--- src/rtl/flash_cmd_pkg.sv ---
package flash_cmd_pkg;

    localparam int ADDR_W = 11;

    localparam logic [ADDR_W-1:0] KEY_ADDR_A = 11'h555;
    localparam logic [ADDR_W-1:0] KEY_ADDR_B = 11'h2AA;
    localparam logic [7:0] KEY_DATA_A   = 8'hAA;
    localparam logic [7:0] KEY_DATA_B   = 8'h55;
    localparam logic [7:0] OP_ARM       = 8'h80;
    localparam logic [7:0] OP_WIPE      = 8'h10;
    localparam logic [7:0] OP_IDENT     = 8'h90;
    localparam logic [7:0] OP_ABORT     = 8'hF0;
    localparam logic [7:0] CODE_MAKER   = 8'hC2;
    localparam logic [7:0] CODE_PART    = 8'h4F;
    localparam logic [7:0] CODE_GUARD   = 8'h00;

    typedef enum logic [2:0] {
        CS_READ, CS_KEY1, CS_KEY2, CS_ARMED, CS_AKEY1, CS_AKEY2, CS_IDENT, CS_BUSY
    } cmd_state_e;

    typedef enum logic [1:0] {
        PH_IDLE, PH_PROG, PH_ERASE, PH_TMO
    } erase_phase_e;

    typedef struct packed {
        logic [ADDR_W-1:0] addr;
        logic [7:0]        data;
    } bus_wr_t;

    function automatic logic [7:0] init_byte(input int idx);
        return 8'((idx * 29 + 7) % 256);
    endfunction

    function automatic logic [7:0] status_byte(input logic tgl, input logic tmo);
        return {1'b0, tgl, tmo, 5'b0};
    endfunction

    function automatic logic [7:0] ident_byte(input logic [1:0] sel);
        case (sel)
            2'b00:   return CODE_MAKER;
            2'b01:   return CODE_PART;
            default: return CODE_GUARD;
        endcase
    endfunction

    function automatic logic wr_hit(input bus_wr_t w, input logic [ADDR_W-1:0] a,
                                    input logic [7:0] d);
        return (w.addr == a) && (w.data == d);
    endfunction

endpackage

--- src/rtl/flash_bus_sync.sv ---
module flash_bus_sync
    import flash_cmd_pkg::*;
(
    input  logic              clk,
    input  logic              rst,
    input  logic [ADDR_W-1:0] addr_i,
    input  logic [7:0]        data_i,
    input  logic              we_n_i,
    input  logic              ce_n_i,
    input  logic              oe_n_i,
    output bus_wr_t           wr_o,
    output logic              wr_stb_o,
    output logic              rd_done_o
);
    // strobe vectors: [2]=oe_n, [1]=ce_n, [0]=we_n
    logic [2:0] stb_s1, stb_s2;
    bus_wr_t    bus_s1, bus_s2, bus_q;
    logic       wr_act, rd_act, wr_act_q, rd_act_q;

    assign wr_act = ~stb_s2[0] & ~stb_s2[1];
    assign rd_act = ~stb_s2[2] & ~stb_s2[1];

    always_ff @(posedge clk) begin
        if (rst) begin
            stb_s1   <= '1;
            stb_s2   <= '1;
            bus_s1   <= '0;
            bus_s2   <= '0;
            bus_q    <= '0;
            wr_act_q <= 1'b0;
            rd_act_q <= 1'b0;
        end else begin
            stb_s1   <= {oe_n_i, ce_n_i, we_n_i};
            stb_s2   <= stb_s1;
            bus_s1   <= '{addr: addr_i, data: data_i};
            bus_s2   <= bus_s1;
            bus_q    <= bus_s2;
            wr_act_q <= wr_act;
            rd_act_q <= rd_act;
        end
    end

    assign wr_stb_o  = wr_act_q & ~wr_act;
    assign rd_done_o = rd_act_q & ~rd_act;
    assign wr_o      = bus_q;


    wr_after_strobe_chk: assert property (@(posedge clk) disable iff (rst)
        wr_stb_o |-> $past(wr_act));

endmodule

--- src/rtl/flash_cmd_fsm.sv ---
module flash_cmd_fsm
    import flash_cmd_pkg::*;
(
    input  logic    clk,
    input  logic    rst,
    input  logic    wr_stb_i,
    input  bus_wr_t wr_i,
    input  logic    busy_i,
    output logic    start_o,
    output logic    ident_o
);
    cmd_state_e state, state_nx;

    always_comb begin
        state_nx = state;
        start_o  = 1'b0;
        if (state == CS_BUSY) begin
            if (!busy_i) state_nx = CS_READ;
        end else if (wr_stb_i) begin
            state_nx = CS_READ;
            case (state)
                CS_READ:  if (wr_hit(wr_i, KEY_ADDR_A, KEY_DATA_A)) state_nx = CS_KEY1;
                CS_KEY1:  if (wr_hit(wr_i, KEY_ADDR_B, KEY_DATA_B)) state_nx = CS_KEY2;
                CS_KEY2: begin
                    if (wr_hit(wr_i, KEY_ADDR_A, OP_ARM))        state_nx = CS_ARMED;
                    else if (wr_hit(wr_i, KEY_ADDR_A, OP_IDENT)) state_nx = CS_IDENT;
                end
                CS_ARMED: if (wr_hit(wr_i, KEY_ADDR_A, KEY_DATA_A)) state_nx = CS_AKEY1;
                CS_AKEY1: if (wr_hit(wr_i, KEY_ADDR_B, KEY_DATA_B)) state_nx = CS_AKEY2;
                CS_AKEY2: begin
                    if (wr_hit(wr_i, KEY_ADDR_A, OP_WIPE)) begin
                        state_nx = CS_BUSY;
                        start_o  = 1'b1;
                    end
                end
                default: state_nx = CS_READ;
            endcase
        end
    end

    always_ff @(posedge clk) begin
        if (rst) state <= CS_READ;
        else     state <= state_nx;
    end

    assign ident_o = (state == CS_IDENT);


    ident_entry_chk: assert property (@(posedge clk) disable iff (rst)
        $rose(ident_o) |-> ($past(state) == CS_KEY2) && $past(wr_stb_i));


    busy_tracked_chk: assert property (@(posedge clk) disable iff (rst)
        busy_i |-> state == CS_BUSY);

endmodule

--- src/rtl/flash_erase_engine.sv ---
module flash_erase_engine
    import flash_cmd_pkg::*;
#(
    parameter int DEPTH     = 16,
    parameter int PROG_CYC  = 64,
    parameter int ERASE_CYC = 256,
    parameter int LIMIT_CYC = 1024
) (
    input  logic                     clk,
    input  logic                     rst,
    input  logic                     start_i,
    input  logic                     force_tmo_i,
    input  logic                     clr_i,
    input  logic                     rd_done_i,
    input  logic [$clog2(DEPTH)-1:0] rd_idx_i,
    output logic                     busy_o,
    output logic [7:0]               status_o,
    output logic [7:0]               arr_byte_o
);
    localparam int CNT_W = $clog2(LIMIT_CYC + 1);
    localparam logic [CNT_W-1:0] PROG_LAST  = CNT_W'(PROG_CYC - 1);
    localparam logic [CNT_W-1:0] ERASE_LAST = CNT_W'(ERASE_CYC - 1);
    localparam logic [CNT_W-1:0] LIMIT_LAST = CNT_W'(LIMIT_CYC - 1);

    erase_phase_e     phase;
    logic [CNT_W-1:0] cnt;
    logic             tgl, tmo;
    logic [7:0]       mem [DEPTH];

    always_ff @(posedge clk) begin
        if (rst) begin
            phase <= PH_IDLE;
            cnt   <= '0;
            tmo   <= 1'b0;
            for (int i = 0; i < DEPTH; i++) mem[i] <= init_byte(i);
        end else begin
            case (phase)
                PH_IDLE: if (start_i) begin
                    phase <= PH_PROG;
                    cnt   <= '0;
                    tmo   <= 1'b0;
                end
                PH_PROG: begin
                    if (cnt == PROG_LAST) begin
                        for (int i = 0; i < DEPTH; i++) mem[i] <= 8'h00;
                        cnt   <= '0;
                        phase <= PH_ERASE;
                    end else cnt <= cnt + 1'b1;
                end
                PH_ERASE: begin
                    if (cnt == ERASE_LAST && !force_tmo_i) begin
                        for (int i = 0; i < DEPTH; i++) mem[i] <= 8'hFF;
                        phase <= PH_IDLE;
                    end else if (cnt == LIMIT_LAST) begin
                        phase <= PH_TMO;
                        tmo   <= 1'b1;
                    end else cnt <= cnt + 1'b1;
                end
                PH_TMO: if (clr_i) begin
                    phase <= PH_IDLE;
                    tmo   <= 1'b0;
                end
                default: phase <= PH_IDLE;
            endcase
        end
    end

    always_ff @(posedge clk) begin
        if (rst)                        tgl <= 1'b0;
        else if (busy_o && rd_done_i)   tgl <= ~tgl;
    end

    assign busy_o     = (phase != PH_IDLE);
    assign status_o   = status_byte(tgl, tmo);
    assign arr_byte_o = mem[rd_idx_i];


    erase_start_chk: assert property (@(posedge clk) disable iff (rst)
        $rose(busy_o) |-> $past(start_i));


    erase_fill_chk: assert property (@(posedge clk) disable iff (rst)
        ($fell(busy_o) && $past(phase) == PH_ERASE) |-> mem[0] == 8'hFF);


    tmo_zeroed_chk: assert property (@(posedge clk) disable iff (rst)
        (phase == PH_TMO) |-> mem[0] == 8'h00);


    tgl_quiet_chk: assert property (@(posedge clk) disable iff (rst)
        (!busy_o && !$past(busy_o)) |-> $stable(tgl));

endmodule

--- src/rtl/flash_cmd_ctrl.sv ---
module flash_cmd_ctrl
    import flash_cmd_pkg::*;
#(
    parameter int DEPTH     = 16,
    parameter int PROG_CYC  = 64,
    parameter int ERASE_CYC = 256,
    parameter int LIMIT_CYC = 1024
) (
    input  logic              clk,
    input  logic              rst,
    input  logic [ADDR_W-1:0] addr_i,
    input  logic [7:0]        data_i,
    input  logic              we_n_i,
    input  logic              ce_n_i,
    input  logic              oe_n_i,
    input  logic              force_tmo_i,
    output logic [7:0]        data_o
);
    localparam int IDX_W = $clog2(DEPTH);

    bus_wr_t    wr;
    logic       wr_stb, rd_done, start, ident, busy, clr;
    logic [7:0] status, arr_byte;

    flash_bus_sync u_sync (
        .clk(clk), .rst(rst), .addr_i(addr_i), .data_i(data_i),
        .we_n_i(we_n_i), .ce_n_i(ce_n_i), .oe_n_i(oe_n_i),
        .wr_o(wr), .wr_stb_o(wr_stb), .rd_done_o(rd_done)
    );

    flash_cmd_fsm u_fsm (
        .clk(clk), .rst(rst), .wr_stb_i(wr_stb), .wr_i(wr), .busy_i(busy),
        .start_o(start), .ident_o(ident)
    );

    assign clr = wr_stb && (wr.data == OP_ABORT);

    flash_erase_engine #(
        .DEPTH(DEPTH), .PROG_CYC(PROG_CYC), .ERASE_CYC(ERASE_CYC), .LIMIT_CYC(LIMIT_CYC)
    ) u_engine (
        .clk(clk), .rst(rst), .start_i(start), .force_tmo_i(force_tmo_i),
        .clr_i(clr), .rd_done_i(rd_done), .rd_idx_i(addr_i[IDX_W-1:0]),
        .busy_o(busy), .status_o(status), .arr_byte_o(arr_byte)
    );

    always_comb begin
        if (busy)       data_o = status;
        else if (ident) data_o = ident_byte(addr_i[1:0]);
        else            data_o = arr_byte;
    end

endmodule

--- config.mk ---
export PLATFORM = sky130hd
export DESIGN_NAME = flash_cmd_ctrl
export DESIGN_NICKNAME = d
export VERILOG_FILES = /design/src/rtl/flash_cmd_pkg.sv /design/src/rtl/flash_bus_sync.sv /design/src/rtl/flash_cmd_fsm.sv /design/src/rtl/flash_erase_engine.sv /design/src/rtl/flash_cmd_ctrl.sv
export SDC_FILE = /design/constraint.sdc
export NUM_CORES = 1
export LEC_CHECK = 0
export BUFFER_PORTS_ARGS = -buffer_cell sky130_fd_sc_hd__buf_2
export CAP_MARGIN = 20
export CORE_AREA = 3 3 121 123
export DETAILED_ROUTE_END_ITERATION = 12
export DIE_AREA = 0 0 124 126
export GPL_TIMING_DRIVEN = 0
export PLACE_DENSITY_LB_ADDON = 0.25
export SETUP_SLACK_MARGIN = 0.1
export SLEW_MARGIN = 10
export SYNTH_ARGS = -nofsm -noshare
export SYNTH_HDL_FRONTEND = slang
export SYNTH_SLANG_ARGS = --single-unit
--- constraint.sdc ---
create_clock -name clk -period 3.1 [get_ports clk]
set_input_delay 0.155 -clock clk [delete_from_list [all_inputs] [get_ports clk]]
set_output_delay 0.155 -clock clk [all_outputs]
set_load 0.01 [all_outputs]
Yosys cells after proc, flatten, opt, wreduce, memory -nomap -nowiden:

Memory sizes are Yosys's and may differ from the RTL's.
Cells that the tools add are included.

* $add $sub $neg: 1
* equality and inequality tests: 30
* multiplexer cells: 76
* bitwise operators: 42
* reduce and logical (&&, ||, !) cells: 20

Operator list (number)
* $mux 8: 34
* $mux 11: 4
* $pmux 11 s3: 1
* $eq 8x8->1 const B: 4
* $or 1x1->1: 32
* $mux 3: 8
* $eq 11x10->1 const B: 2
* $mux 1: 19
* $pmux 3 s6: 1
* $pmux 8 s2: 1
* $eq 3x3->1 const B: 4
* $mux 2: 6
* $add 11x1->11 const B: 1
* $eq 11x11->1 const B: 1
* $eq 11x6->1 const B: 1
* $eq 11x8->1 const B: 1
* $ne 2x2->1 const B: 5
* $eq 8x5->1 const B: 1
* $eq 8x7->1 const B: 1
* $logic_and 1x1->1: 8
* $pmux 2 s4: 1
* $reduce_and 4->1: 2
* $eq 3x2->1 const B: 2
* $not 1->1: 6
* other kinds (14): 23

* flip-flop bits (word level): 83
* RAM bits: 128
* input port bits: 25
* output and inout bits: 8
* word-level logic and storage cells: 185
* memories kept: 1

Memories
* u_engine.mem: words 16, width 8, rd ports 1, clocked after Yosys merged registers in 0, wr ports 16, RTL line flash_erase_engine.sv:28 `logic [7:0] mem [DEPTH];`

Depth between registers and ports, before layout:

Gate-level depths: netlist (run 1).

* word-level depth: 8
* mapped depth: 8
* gate-level depth less buffers: 6

Cells and area by module:

From an unflattened synthesis (run 1), not the netlist that was laid out.

* cells, all modules: 476
* area, all modules: 4444.3 um^2

By module, submodules not included
* flash_erase_engine: times used 1, cells each 252, area each 1935.6 um^2, sequential area each 490.5 um^2
* flash_bus_sync: times used 1, cells each 139, area each 1839.3 um^2, sequential area each 1301.2 um^2
* flash_cmd_fsm: times used 1, cells each 54, area each 451.7 um^2, sequential area each 60.1 um^2
* flash_cmd_ctrl: times used 1, cells each 31, area each 217.7 um^2, sequential area each 0.0 um^2

Worst setup path after synthesis (run 1):

No wires, ideal clock.

* kind: register -> register
* from: register u_sync.bus_q (netlist bit u_sync.wr_o[9])
* to: register u_engine.cnt[5]
* library setup time: 96 ps
* data arrival time: 2556 ps
* data required time: 3004 ps
* setup slack: 448 ps
* cell stages (with the launch flop): 7
* buffers on the path: 1
* clock period less this slack: 2652 ps
* cell sequence: dfxtp_1 -> or4b_1 -> or4_4 -> o41a_1 -> or3_1 -> buf_6 -> o41ai_2

* word-level cells in the longest chain between the ends: 8

Ends and longest elaborated chain
* start: declaration: RTL line flash_bus_sync.sv:17 `bus_wr_t bus_s1, bus_s2, bus_q;`
* start signal: assignment: RTL line flash_bus_sync.sv:37 `bus_q <= bus_s2;`
* $eq 11x11->1: RTL line flash_cmd_pkg.sv:48 `return (w.addr == a) && (w.data == d);`
* $logic_and 1x1->1: RTL line flash_cmd_pkg.sv:48
* $mux 1: RTL line flash_cmd_fsm.sv:31 `if (wr_hit(wr_i, KEY_ADDR_A, OP_WIPE)) begin`
* $mux 1: RTL line flash_cmd_fsm.sv:21 `case (state)`
* $mux 1: RTL line flash_cmd_fsm.sv:19 `end else if (wr_stb_i) begin`
* $mux 1: RTL line flash_cmd_fsm.sv:17 `if (state == CS_BUSY) begin`
* $ne 2x2->1 (no line)
* $reduce_and 4->1 (no line)
* end signal: assignment: RTL line flash_erase_engine.sv:48 `end else cnt <= cnt + 1'b1;`
* end signal: assignment: RTL line flash_erase_engine.sv:57 `end else cnt <= cnt + 1'b1;`
* end: declaration: RTL line flash_erase_engine.sv:26 `logic [CNT_W-1:0] cnt;`

No other way between the ends.
A chain may end at the register's enable or synchronous reset.

Final worst setup path (run 1):

Ends and elaborated chain as after synthesis.

==> results of run 1 <==
==> power by group <==
part | internal [mW] | switching, mW | leakage [nW] | total, mW
clock network | 0.569 | 0.447 | 0.140 | 1.02
logic | 0.172 | 0.257 | 0.937 | 0.429
registers | 1.21 | 0.0176 | 0.748 | 1.23
==> worst min-delay path by stage <==
stage | start | to | slack [ns] | cells after the start
6_report | oe_n_i | u_sync.stb_s1[2]$_SDFF_PP1_ | 0.02 | 2
5_1_grt | data_i[7] | u_sync.bus_s1[7]$_SDFF_PP0_ | 0.02 | 2
4_1_cts | data_i[1] | u_sync.bus_s1[1]$_SDFF_PP0_ | 0.009 | 2
3_5_place_dp | we_n_i | u_sync.stb_s1[0]$_SDFF_PP1_ | 0.35 | 2
3_3_place_gp | we_n_i | u_sync.stb_s1[0]$_SDFF_PP1_ | 0.34 | 2
2_1_floorplan | we_n_i | u_sync.stb_s1[0]$_SDFF_PP1_ | 0.26 | 1
==> per-layer routing <==
layer	global-route usage, %	vias up	share of wire, %
met5	0	-	0
met1	17.51	1595	50
met2	19.22	74	45
li1	-	1712	-
met3	2.739	16	4.0
met4	5.863	0	2.0
==> area by class of cell <==
cell class | instances | area share [%]
buffer | 30 | 2.532
clock buffer | 11 | 5.064
clock inverter | 5 | 0.7570
inverter | 16 | 1.253
multi-input combinational | 310 | 43.41
sequential | 91 | 38.63
tap | 180 | 4.699
timing repair buffer | 33 | 3.654
==> sequential cells by signal (all words and copies together), names as in the netlist, 2 cells and up <==
signal,flops
u_sync.stb_s2,3
u_sync.bus_s2,19
u_engine.cnt,11
u_fsm.state,3
u_sync.stb_s1,3
u_engine.phase,2
u_sync.bus_s1,19
u_engine.mem,8
u_sync.wr_o,19
==> kinds of logic after synthesis <==
group | Yosys count
flops | 91
mux | 12
xor+xnor | 3
simple gates | 189
fa+ha+maj | 5
compound gates | 101
buf+inv | 46
==> placed cells by master (no fill, tap or decap), drive strengths merged, types with 8 or more instances in the layout <==
cell,instances
nor2b,61
clkbuf,38
o21ai,11
inv,18
nand2,25
dfxtp,88
a21oi,13
buf,34
nor2,25
nand3,8
o32ai,8
nor3,14
o211a,8
nand2b,12
==> repair_timing <==
item                                    in CTS  in global routing
hold buffers                                 2                  0
endpoints found under the hold margin        2                  0
endpoints found under the setup margin       0                  2
resized for setup                            0                  1
==> through the flow <==
stage                     instance area, um2  worst slack (ns)
after floorplan                         4106            0.4480
after global placement                  4487            0.2534
after detailed placement                4487            0.2296
after CTS                               4786            0.2023
after global routing                    4793            0.1666
final                                   4793            0.2664
==> impl_metrics.csv, run 1 <==
group,metric,value,unit
setup_path,worst-setup-path-type,"reg -> reg",
setup_path,start_kind,"register",
final_layout,fin_util,34.80,%
routing,wire_per_inst,14.09,um
routing,drt_wl_total,9.525,mm
floorplanning,dieArea,0.01562,mm2
floorplanning,fp-row-count,43,
final_layout,instances_no_fill,676,
global_routing,grt_util_all_layers,12.79,%
sta,slew_viol_final,0,
sta,slew_headroom,37.69,%
setup_path,crit_chain,"or4b_1 > or4_4 > o41a_1 > or3_1 > buf_6 > o41ai_2",
synthesis,synth_fa_ha_area_share,1.523,%
routing,drc,0,
setup_path,crit_cells,6,
global_routing,grt_max_degree,16,
sta,fin_skew,0.005148,ns
setup_path,r2r_start,"u_sync.wr_o[9]$_SDFF_PP0_",
synthesis,seq_area_frac_synth,45.09,%
sta,hold_violations,0,
power,worst_ir_drop_vdd,0.2353,mV
place,place_congestion,0.8922,
final_layout,multi_input_area,0.002081,mm2
final_layout,drive_above_1_share,13.51,%
setup_path,crit_family,"simple AND/OR/NAND/NOR gates",
synthesis,synth-main-ff-cell,"dfxtp_1",
routing,firstDrtPassIters,4,
sta,tightest_slew,0.9303,ns
worst_hold_path,hp-class,"in -> reg",
final_layout,fillers,1445,
sta,fmax,0.3529,GHz
sta,period_needed,2.834,ns
global_routing,grt_pass1_wl,15.90,mm
setup_path,regToRegSetupSlack,0.27,ns
setup_path,r2r_end,"u_engine.cnt[5]$_SDFFE_PP0P_",
synthesis,ys_seq_elements,91,
power,power.density,558.6,mW/mm2
synthesis,syn_inst,447,
cts,cts_buffers,9,
power,p_leak,1.825,nW
sta,post-route-period-util,91.41,%
routing,detail-route-antenna-nets,0,
synthesis,synth-compound-area-share,18.80,%
place,hpwlAfterDp,6.938,mm
synthesis,synth_warnings,0,
final_layout,seq_area,0.001852,mm2
setup_path,required,3.35,ns
synthesis,synth.avg_cell_area,9.187,um2
sta,finalSetupViolCount,0,
synthesis,async_flop_share,0,%
synthesis,synth_xor_area_share,0.6399,%
place,port_buffers,31,
floorplanning,die_w,124,um
setup_path,cp_max_fo,9,
power,power,2.678,mW
synthesis,synth_top_area_share,42.90,%
synthesis,syn_area,0.004106,mm2
setup_path,cp_num_buf_inv,1,
setup_path,cp_slowest_cell,"or4_4",
cts,cts_tree,"done",
sta,setup_tns,0,ns
synthesis,muxShareOfSynthArea,3.352,%
synthesis,synth.net_count,477,
synthesis,synth_edf_count,3,
setup_path,crit_start,"u_sync.wr_o[9]$_SDFF_PP0_",
setup_path,r2r_cells,6,
final_layout,diodes,0,
routing,vias,3397,
cts,cts_root_buffer,"clkbuf_16",
cts,clock_path_buffers,2,
floorplanning,coreArea,0.01377,mm2
cts,cts_setup_buffers,0,
routing,viasPerCell,5.025,
status,status,"complete, no violations",
cts,h-tree-depth,3,
cts,cts.sinks,91,
synthesis,synthSimpleGateAreaFrac,26.17,%
cts,clkTransAtPathRegs,0.06,ns
synthesis,yosysMostFrequentCell,"dfxtp_1",
routing,drt_iter0_markers,226,
flow_run,maxCapViolCount,0,
synthesis,synth_top_family_by_area,"simple AND/OR/NAND/NOR gates",
sta,whs,0.01714,ns
cts,clk_latency,0.34,ns
global_routing,antenna_found_initial,0,
place,place_inst,658,
final_layout,nets,521,
sta,rsz0062_at_grt,"false",
setup_path,endpoint,"u_engine.cnt[5]$_SDFFE_PP0P_",
floorplanning,io_pins,33,
synthesis,synth.distinct_cells,65,
setup_path,crit_arrival,3.08,ns
floorplanning,start_util,29.81,%
final_layout,area_growth,16.73,%
setup_path,slowest_delay,0.58,ns
global_routing,grt_pass1_vias,3216,
synthesis,synthTopCellsByArea,"dfxtp_1, nor2b_1, clkbuf_1, nand2_1, nor2_1",
synthesis,synth_area_leader_cell,"dfxtp_1",
global_routing,grt-ovfl-total,0,
setup_path,end_kind,"register",
synthesis,synthTopCellsByCount,"dfxtp_1, nor2b_1, clkbuf_1",
floorplanning,die_h,126,um
No activity file was read; power rests on OpenSTA's default activity.
==> run 2, diff against run 1 <==
- CORE_AREA: 3 3 121 123 -> 3 3 140 108
- DIE_AREA: 0 0 124 126 -> 0 0 143 111
- RECOVER_POWER: default -> 50
==> impl_metrics.csv, run 2 (synthesis gave the netlist of run 1 again) <==
group,metric,value,unit
global_routing,globalRouteMet3Util,3.838,%
cts,cts_setup_buffers,0,
sta,period_needed,2.840,ns
global_routing,antenna_found_initial,0,
global_routing,grt_max_degree,16,
global_routing,grt-ovfl-total,0,
setup_path,worst-setup-path-type,"reg -> reg",
floorplanning,fp-row-count,37,
setup_path,r2r_end,"u_engine.cnt[5]$_SDFFE_PP0P_",
routing,drt_iter0_markers,235,
place,place_congestion,0.8213,
power,p_leak,1.821,nW
cts,cts_buffers,9,
sta,setup_tns,0,ns
final_layout,seq_area,0.001852,mm2
final_layout,multi_input_area,0.002081,mm2
final_layout,area_growth,16.76,%
setup_path,end_kind,"register",
routing,viasPerCell,5.037,
worst_hold_path,min_path_cells,2,
global_routing,grt_pass1_vias,3200,
sta,slew_viol_final,0,
routing,wire_per_inst,14.76,um
global_routing,grt_pass1_wl,16.57,mm
final_layout,mostFrequentLayoutCells,"dfxtp_1, nor2b_1, buf_2",
sta,rsz0062_at_grt,"false",
sta,tightest_slew,0.9269,ns
worst_hold_path,hp-class,"in -> reg",
setup_path,crit_start,"u_sync.wr_o[9]$_SDFF_PP0_",
setup_path,start_kind,"register",
sta,fin_skew,0.006569,ns
global_routing,grt_util_all_layers,13.10,%
flow_run,maxCapViolCount,0,
setup_path,crit_arrival,3.09,ns
setup_path,regToRegSetupSlack,0.26,ns
setup_path,cp_max_fo,9,
final_layout,fillers,1426,
global_routing,globalRouteMet2Util,17.15,%
routing,detail-route-antenna-nets,0,
final_layout,diodes,0,
cts,clkTransAtPathRegs,0.06,ns
setup_path,endpoint,"u_engine.cnt[5]$_SDFFE_PP0P_",
sta,fmax,0.3521,GHz
status,status,"complete, no violations",
sta,finalSetupViolCount,0,
final_layout,drive_above_1_share,13.48,%
floorplanning,die_w,143,um
cts,cts_root_buffer,"clkbuf_16",
cts,cts_tree,"done",
floorplanning,start_util,29.87,%
final_layout,final_common_cell,"dfxtp_1",
place,port_buffers,31,
global_routing,grt.busiest_layer,"met1",
routing,vias,3385,
power,worst_ir_drop_vdd,0.3330,mV
cts,h-tree-depth,3,
place,hpwlAfterDp,7.169,mm
place,post_dp_cell_area,0.004481,mm2
routing,drt_wl_total,9.918,mm
sta,post-route-period-util,91.62,%
floorplanning,dieArea,0.01587,mm2
final_layout,nets,522,
cts,clock_path_buffers,2,
floorplanning,coreArea,0.01375,mm2
setup_path,required,3.35,ns
floorplanning,io_pins,33,
floorplanning,die_h,111,um
setup_path,r2r_cells,6,
routing,drc,0,
routing,firstDrtPassIters,5,
cts,cts.sinks,91,
cts,clk_latency,0.34,ns
sta,hold_violations,0,
power,power.density,558.9,mW/mm2
final_layout,post-route-cell-area,0.004795,mm2
setup_path,r2r_start,"u_sync.wr_o[9]$_SDFF_PP0_",
sta,slew_headroom,37.92,%
global_routing,met1_usage,20.61,%
## run 2: stage by stage
| step | power [mW] | setup WS [ns] | std cells | util [%] | hold WS, ns |
|---|---|---|---|---|---|
| 4_1_cts | 2.708 | 0.1750 | 672 | 34.83 | 0.008397 |
| 2_1_floorplan | 1.544 | 0.4480 | 447 | - | 0.2588 |
| 6_report | 2.680 | 0.2599 | 672 | 34.87 | 0.02199 |
| 3_3_place_gp | 1.677 | 0.2203 | 653 | 32.59 | 0.3402 |
| 3_5_place_dp | 1.681 | 0.1968 | 653 | 32.59 | 0.3386 |
| 5_1_grt | 2.823 | 0.1282 | 672 | 34.87 | 0.01003 |
## run 2: worst min-delay path by stage
stage | end | slack, ns | start
finish | u_sync.bus_s1[14]$_SDFF_PP0_ | 0.02 | addr_i[6]
global route | u_sync.bus_s1[5]$_SDFF_PP0_ | 0.01 | data_i[5]
CTS | u_sync.bus_s1[14]$_SDFF_PP0_ | 0.008 | addr_i[6]
detailed placement | u_sync.stb_s1[1]$_SDFF_PP1_ | 0.34 | ce_n_i
global placement | u_sync.stb_s1[2]$_SDFF_PP1_ | 0.34 | oe_n_i
floorplan | u_sync.stb_s1[0]$_SDFF_PP1_ | 0.26 | we_n_i
## run 2: area by class of cell
class	instances	area share, %
multi-input cells	310	43.40
flip-flops and latches	91	38.62
clock buffers	10	4.984
well taps	175	4.567
repair buffers	34	3.836
plain buffers	30	2.531
inverters	16	1.253
clock inverters	6	0.8090
## run 2: metal layers
metal  up-vias  wire length [um]
li1       1711                 -
met1      1577              5379
met2        87              3893
met3        10               537
met4         0               108
met5         -                 0
## run 2: worst max-delay path: stages, from the launching register on
cell	delay (ns)
dfxtp_1	0.31
or4b_1	0.53
or4_4	0.58
o41a_1	0.52
or3_1	0.41
buf_6	0.15
o41ai_2	0.25
## run 2: power breakdown
group	leakage, nW	switching, mW	internal (mW)
Sequential	0.748	0.0170	1.21
Combinational	0.939	0.259	0.173
Clock	0.135	0.453	0.563
## run 2: what timing repair did
action / 4_1_cts / 5_1_grt
resized for setup: 0 / 1
setup endpoints to repair: 0 / 2
hold buffers: 3 / 0
endpoints found under the hold margin: 3 / 0
